**config.mk**
```make
export PLATFORM = sky130hd
export DESIGN_NAME = lvds_align_ctrl
export DESIGN_NICKNAME = d
export VERILOG_FILES = /design/src/rtl/align_pkg.sv /design/src/rtl/align_stab_judge.sv /design/src/rtl/align_run_track.sv /design/src/rtl/lvds_align_ctrl.sv
export SDC_FILE = /design/constraint.sdc
export NUM_CORES = 1
export LEC_CHECK = 0
export BUFFER_PORTS_ARGS = -buffer_cell sky130_fd_sc_hd__buf_4
export CAP_MARGIN = 20
export CORE_MARGIN = 4
export CORE_UTILIZATION = 61
export CTS_CLUSTER_DIAMETER = 100
export DETAILED_ROUTE_END_ITERATION = 7
export PLACE_DENSITY = 0.88
export SLEW_MARGIN = 20
export SYNTH_ARGS = -nofsm -noshare
export SYNTH_HDL_FRONTEND = slang
export SYNTH_SLANG_ARGS = --single-unit
```
**constraint.sdc**
```tcl
create_clock -name clk -period 2.8 [get_ports clk]
set_input_delay 0.14 -clock clk [delete_from_list [all_inputs] [get_ports clk]]
set_output_delay 0.14 -clock clk [all_outputs]
set_load 0.01 [all_outputs]
```
**src/rtl/align_pkg.sv**
```systemverilog
package align_pkg;
  typedef enum logic [3:0] {
    S_WAIT,
    S_SETTLE,
    S_JUDGE,
    S_EVAL,
    S_BACK,
    S_GAP,
    S_WSET,
    S_WCHK,
    S_WWAIT,
    S_DONE
  } align_state_t;

  localparam logic [6:0] CLK_PATTERN_7 = 7'b1100011;
endpackage

```
**src/rtl/align_stab_judge.sv**
```systemverilog
module align_stab_judge #(
  parameter int WBITS   = 7,
  parameter int SAMPLES = 16
) (
  input  logic             clk,
  input  logic             rst,
  input  logic             start,
  input  logic [WBITS-1:0] word,
  output logic             done,
  output logic             good
);
  localparam int CW = $clog2(SAMPLES + 1);

  logic [WBITS-1:0] ref_q;
  logic [CW-1:0]    cnt_q;
  logic             busy_q;
  logic             ok_q;

  always_ff @(posedge clk) begin
    if (rst) begin
      ref_q  <= '0;
      cnt_q  <= '0;
      busy_q <= 1'b0;
      ok_q   <= 1'b0;
      done   <= 1'b0;
      good   <= 1'b0;
    end else begin
      done <= 1'b0;
      if (start) begin
        ref_q  <= word;
        cnt_q  <= CW'(1);
        busy_q <= 1'b1;
        ok_q   <= 1'b1;
      end else if (busy_q) begin
        if (cnt_q == CW'(SAMPLES - 1)) begin
          busy_q <= 1'b0;
          done   <= 1'b1;
          good   <= ok_q && (word == ref_q);
        end else begin
          cnt_q <= cnt_q + 1'b1;
          if (word != ref_q) ok_q <= 1'b0;
        end
      end
    end
  end


  judge_pulse_chk: assert property (@(posedge clk) disable iff (rst) done |=> !done);
endmodule

```
**src/rtl/align_run_track.sv**
```systemverilog
module align_run_track #(
  parameter int NPH = 16,
  localparam int PW = $clog2(NPH),
  localparam int LW = $clog2(NPH + 1)
) (
  input  logic          clk,
  input  logic          rst,
  input  logic          clear,
  input  logic          valid,
  input  logic          good,
  output logic [PW-1:0] best_start,
  output logic [LW-1:0] best_len
);
  logic [PW-1:0] idx_q, cur_start_q;
  logic [LW-1:0] cur_len_q;
  logic [PW-1:0] nstart;
  logic [LW-1:0] nlen;

  always_comb begin
    nlen   = cur_len_q + 1'b1;
    nstart = (cur_len_q == '0) ? idx_q : cur_start_q;
  end

  always_ff @(posedge clk) begin
    if (rst || clear) begin
      idx_q       <= '0;
      cur_start_q <= '0;
      cur_len_q   <= '0;
      best_start  <= '0;
      best_len    <= '0;
    end else if (valid) begin
      idx_q <= idx_q + 1'b1;
      if (good) begin
        cur_len_q   <= nlen;
        cur_start_q <= nstart;
        if (nlen > best_len) begin
          best_len   <= nlen;
          best_start <= nstart;
        end
      end else begin
        cur_len_q <= '0;
      end
    end
  end


  run_break_chk: assert property (@(posedge clk) disable iff (rst || clear)
    (valid && !good) |=> (cur_len_q == '0));
endmodule

```
**src/rtl/lvds_align_ctrl.sv**
```systemverilog
module lvds_align_ctrl
  import align_pkg::*;
#(
  parameter int NPH       = 16,
  parameter int WBITS     = 7,
  parameter int LOCK_WAIT = 16,
  parameter int SETTLE    = 8,
  parameter int JUDGE_N   = 16,
  parameter int SLIP_WAIT = 4,
  parameter int MAX_SLIP  = 7,
  parameter logic [WBITS-1:0] CLK_PAT = CLK_PATTERN_7,
  localparam int PW = $clog2(NPH),
  localparam int LW = $clog2(NPH + 1)
) (
  input  logic             clk,
  input  logic             rst,
  input  logic             pll_lock,
  input  logic [WBITS-1:0] clk_word,
  input  logic [LW-1:0]    win_size,
  output logic             phase_step,
  output logic             phase_dir,
  output logic             word_slip,
  output logic             bit_lock,
  output logic             word_lock,
  output logic             ready
);
  localparam int TW = $clog2(LOCK_WAIT + SETTLE + SLIP_WAIT + 1);
  localparam int SW = $clog2(MAX_SLIP + 1);

  align_state_t  state;
  logic [TW-1:0] cnt_q;
  logic [PW-1:0] idx_q, back_q;
  logic [SW-1:0] slips_q;
  logic          trk_clr;

  logic          judge_start, judge_done, judge_good, judge_rst;
  logic [PW-1:0] best_start, target;
  logic [LW-1:0] best_len, win_eff, half_len;

  assign judge_start = (state == S_SETTLE) && (cnt_q == TW'(SETTLE - 1));
  assign judge_rst   = rst || !pll_lock;

  align_stab_judge #(.WBITS(WBITS), .SAMPLES(JUDGE_N)) judge_i (
    .clk(clk), .rst(judge_rst), .start(judge_start), .word(clk_word),
    .done(judge_done), .good(judge_good)
  );

  align_run_track #(.NPH(NPH)) track_i (
    .clk(clk), .rst(rst), .clear(trk_clr),
    .valid(judge_done && (state == S_JUDGE)), .good(judge_good),
    .best_start(best_start), .best_len(best_len)
  );

  always_comb begin
    win_eff  = (win_size == '0) ? LW'(1) : win_size;
    half_len = (best_len - 1'b1) >> 1;
    target   = best_start + PW'(half_len);
  end

  always_ff @(posedge clk) begin
    if (rst || !pll_lock) begin
      state      <= S_WAIT;
      cnt_q      <= '0;
      idx_q      <= '0;
      back_q     <= '0;
      slips_q    <= '0;
      trk_clr    <= 1'b1;
      phase_step <= 1'b0;
      phase_dir  <= 1'b0;
      word_slip  <= 1'b0;
      bit_lock   <= 1'b0;
      word_lock  <= 1'b0;
      ready      <= 1'b0;
    end else begin
      phase_step <= 1'b0;
      word_slip  <= 1'b0;
      trk_clr    <= 1'b0;
      case (state)
        S_WAIT: begin
          trk_clr <= 1'b1;
          if (cnt_q == TW'(LOCK_WAIT - 1)) begin
            state <= S_SETTLE;
            cnt_q <= '0;
            idx_q <= '0;
          end else cnt_q <= cnt_q + 1'b1;
        end
        S_SETTLE: begin
          if (cnt_q == TW'(SETTLE - 1)) begin
            state <= S_JUDGE;
            cnt_q <= '0;
          end else cnt_q <= cnt_q + 1'b1;
        end
        S_JUDGE: begin
          if (judge_done) begin
            if (idx_q == PW'(NPH - 1)) state <= S_EVAL;
            else begin
              phase_step <= 1'b1;
              phase_dir  <= 1'b1;
              idx_q      <= idx_q + 1'b1;
              state      <= S_SETTLE;
            end
          end
        end
        S_EVAL: begin
          if (best_len >= win_eff) begin
            back_q <= PW'(NPH - 1) - target;
            state  <= S_BACK;
          end else begin
            trk_clr <= 1'b1;
            idx_q   <= '0;
            cnt_q   <= '0;
            state   <= S_SETTLE;
          end
        end
        S_BACK: begin
          if (back_q == '0) begin
            bit_lock <= 1'b1;
            slips_q  <= '0;
            cnt_q    <= '0;
            state    <= S_WSET;
          end else begin
            phase_step <= 1'b1;
            phase_dir  <= 1'b0;
            back_q     <= back_q - 1'b1;
            state      <= S_GAP;
          end
        end
        S_GAP: state <= S_BACK;
        S_WSET: begin
          if (cnt_q == TW'(SETTLE - 1)) state <= S_WCHK;
          else cnt_q <= cnt_q + 1'b1;
        end
        S_WCHK: begin
          if (clk_word == CLK_PAT) begin
            word_lock <= 1'b1;
            ready     <= 1'b1;
            state     <= S_DONE;
          end else if (slips_q == SW'(MAX_SLIP)) begin
            bit_lock <= 1'b0;
            slips_q  <= '0;
            trk_clr  <= 1'b1;
            idx_q    <= '0;
            cnt_q    <= '0;
            state    <= S_SETTLE;
          end else begin
            word_slip <= 1'b1;
            slips_q   <= slips_q + 1'b1;
            cnt_q     <= '0;
            state     <= S_WWAIT;
          end
        end
        S_WWAIT: begin
          if (cnt_q == TW'(SLIP_WAIT - 1)) state <= S_WCHK;
          else cnt_q <= cnt_q + 1'b1;
        end
        S_DONE: state <= S_DONE;
        default: state <= S_WAIT;
      endcase
    end
  end


  step_pulse_chk: assert property (@(posedge clk) disable iff (rst) phase_step |=> !phase_step);

  slip_pulse_chk: assert property (@(posedge clk) disable iff (rst) word_slip |=> !word_slip);

  ready_both_chk: assert property (@(posedge clk) disable iff (rst) ready |-> (bit_lock && word_lock));

  lock_loss_chk: assert property (@(posedge clk) disable iff (rst)
    !pll_lock |=> (!bit_lock && !word_lock && !ready));

  lock_needed_chk: assert property (@(posedge clk) disable iff (rst) bit_lock |-> $past(pll_lock));
endmodule

```
==> out/results.tsv <==
metric	value	unit
post-route ant nets	0	
PD cells	399	nW/um2
kind of critical path	reg2reg	
postcts setup bufs	0	
CORE AREA	6060	um2
Top FF cell, synth	dfxtp_1	
H-tree levels	3	
syn nets	481	
slew margin rel.	53.4	%
CP Capture Type	register	
Num CTS Buffers	9	
area share of fa/ha/maj cells after synthesis	8.86	%
cts repair resizes	0	
drt pass-1 iters	4	
Power Total	1710	uW
Min-Delay Path Class	in2reg	
vias	3223	
clock latency on the worst-skew pair	340	ps
Vias per Instance	5.97	
ANT cells	0	
Distinct cells, synth	77	
Leak	0.00163	uW
Buffers on Ports	20	
Nets	504	
1st-iter DRT viols	220	
CTS max path bufs	2	
Slew Limit Fails	0	
Peak VDD IR	0.000367	V
die footprint	7730	um2
proportion of synthesized chip area in sequential cells	32.9	%
Yosys Warn Count	0	
FMAX	412	MHz
CTS Sinks	64	
GR Overflow Total	0	
Ports	21	
mapped cell area	3900	um2
xor/xnor cell area share of the yosys netlist	5.17	%
Clock Skew	6.86	ps
leading cell type by number of instances after synthesis	dfxtp_1	
required time of the critical path	3060	ps
crit path max fanout	14	
Root Buffer	clkbuf_8	
period utilization	86.8	%
max_cap viols	0	
design area	4270	um2
Compound-Gate Fraction of Synth Area	19.2	%
Hold Path Cell Cnt	3	
CTS tree	built	
fraction of layout cells with a size suffix above 1	15.7	%
min cycle time layout	2430	ps
GRT Util Overall	22.6	%
Synth Register Bits	64	
WL per Instance	14.9	um
hold buffers post-CTS	0	
leading area contributor after synthesis	dfxtp_1	
first-pass GRT wire length	13800	um
initial core utilization	64.3	%
Routed WL	8060	um
placed cell area	4100	um2
Clock transition at path regs	70	ps
DPL Wire Length	6060	um
DIE WIDTH	87.9	um
most common library cells after synthesis	64 x dfxtp_1, 43 x nor2_1, 31 x nand2_1, 30 x a21oi_1, 27 x inv_1	
RSZ-0062 raised after global routing	no	
outcome	complete, no violations	
largest net degree at the start of global routing	23	
top post-synthesis cells by area	dfxtp_1 33%, ha_1 8.3%, mux2i_1 4.9%	
row cnt	28	
worst-margin pin slew	699	ps
vias in the first global route	3212	
fin cells	540	
largest family of logic cells by synthesized area	simple AND/OR/NAND/NOR gates	
Die Height	87.9	um
post-synthesis mux area share	4.88	%
Post-Synthesis Cells	439	
Critical Path Start Type	register	
Avg Cell Area, Syn	8.88	um2
# placed instances	526	
Worst R2R Path Depth	9	
async set or reset register ratio after synthesis	0	%
Fin Setup TNS	0	ps
Routability Congestion	0.921	
EDFF count, synth	0	
# setup viols final	0	
Critical Path AT	2690	ps
Simple-Gate Fraction of Synth Area	23.0	%
final hold viol count	0	
top cell type's share of synthesized area	32.9	%
DRC	0	
initial antenna violation count	0	
synthesis-to-layout area growth	9.67	%
-- stage by stage --
stage	setup slack, ps	hold WS [ps]	util [%]
after detailed placement	388	405	67.6
after CTS	364	44.0	70.5
final	370	57.0	70.5
after global placement	503	396	67.6
after floorplan	630	284	-
after global routing	192	37.8	70.5
-- cell usage in the layout, fill, tap and decap left out, types with 5 or more instances in the layout --
cell / count
a21oi_1: 30
xor2_1: 8
nor2b_1: 8
a211oi_2: 5
dfxtp_1: 64
nand2b_1: 8
nand2_1: 31
mux2i_1: 19
clkbuf_8: 9
ha_1: 26
inv_1: 27
o21ai_0: 16
nor3_1: 8
xnor2_1: 15
nand3_1: 21
buf_4: 31
nor2_1: 43
nand4_1: 5
-- cell families (layout without fill, tap and decap cells) --
logic type      count (synthesis)  count (layout)
simple gates                  158             158
compound gates                100             100
flops                          64              64
buf+inv                        48              74
fa+ha+maj                      27              27
xor+xnor                       23              23
mux                            19              19
-- area by class of cell --
type,instances,area (um2)
fillers,459,1790
repair buffers,31,233
clock buffers,10,128
multi-input cells,327,2380
clock inverters,4,47.5
flip-flops and latches,64,1280
inverters,29,110
well taps,75,93.8
-- final timing paths --
| check | startpoint | to | slack, ps |
|---|---|---|---|
| min | clk_word[5] | judge_i.ref_q[5] | 60 |
| min reg2reg | track_i.cur_start_q[3] | track_i.cur_start_q[3] | 460 |
| max reg2reg | track_i.cur_len_q[0] | track_i.best_len[0] | 370 |
| max | track_i.cur_len_q[0] | track_i.best_len[0] | 370 |
-- metal layers --
metal / up-vias / wire [um] / track usage (%)
li1: 1617 / - / -
met3: 18 / 428 / 6.68
met1: 1495 / 3660 / 26.9
met2: 93 / 3820 / 37.7
met5: - / 0 / 0
met4: 0 / 144 / 9.62
-- registers in the layout, indices dropped and copies added, names as in the netlist, 3 cells and up --
signal,count
slips_q,3
track_i.idx_q,4
track_i.cur_start_q,4
cnt_q,5
judge_i.ref_q,7
track_i.best_len,5
track_i.cur_len_q,5
back_q,4
state,4
track_i.best_start,4
idx_q,4
judge_i.cnt_q,5
-- worst max-delay path, cell delays in order, from the launching register on --
cell,delay (ps)
dfxtp_1,410
inv_1,90
ha_1,350
ha_1,310
nor2b_1,140
o21a_1,110
o21ai_0,120
a21oi_4,460
nor2_1,110
a211oi_2,230
-- where the power goes --
part | total [uW] | switching, uW | leakage [uW] | internal [uW]
combinational | 54.7 | 28.2 | 0.00103 | 26.5
clock | 738 | 340 | 0.0000880 | 398
sequential | 913 | 1.26 | 0.000516 | 912
No activity file was read; power rests on OpenSTA's default activity.
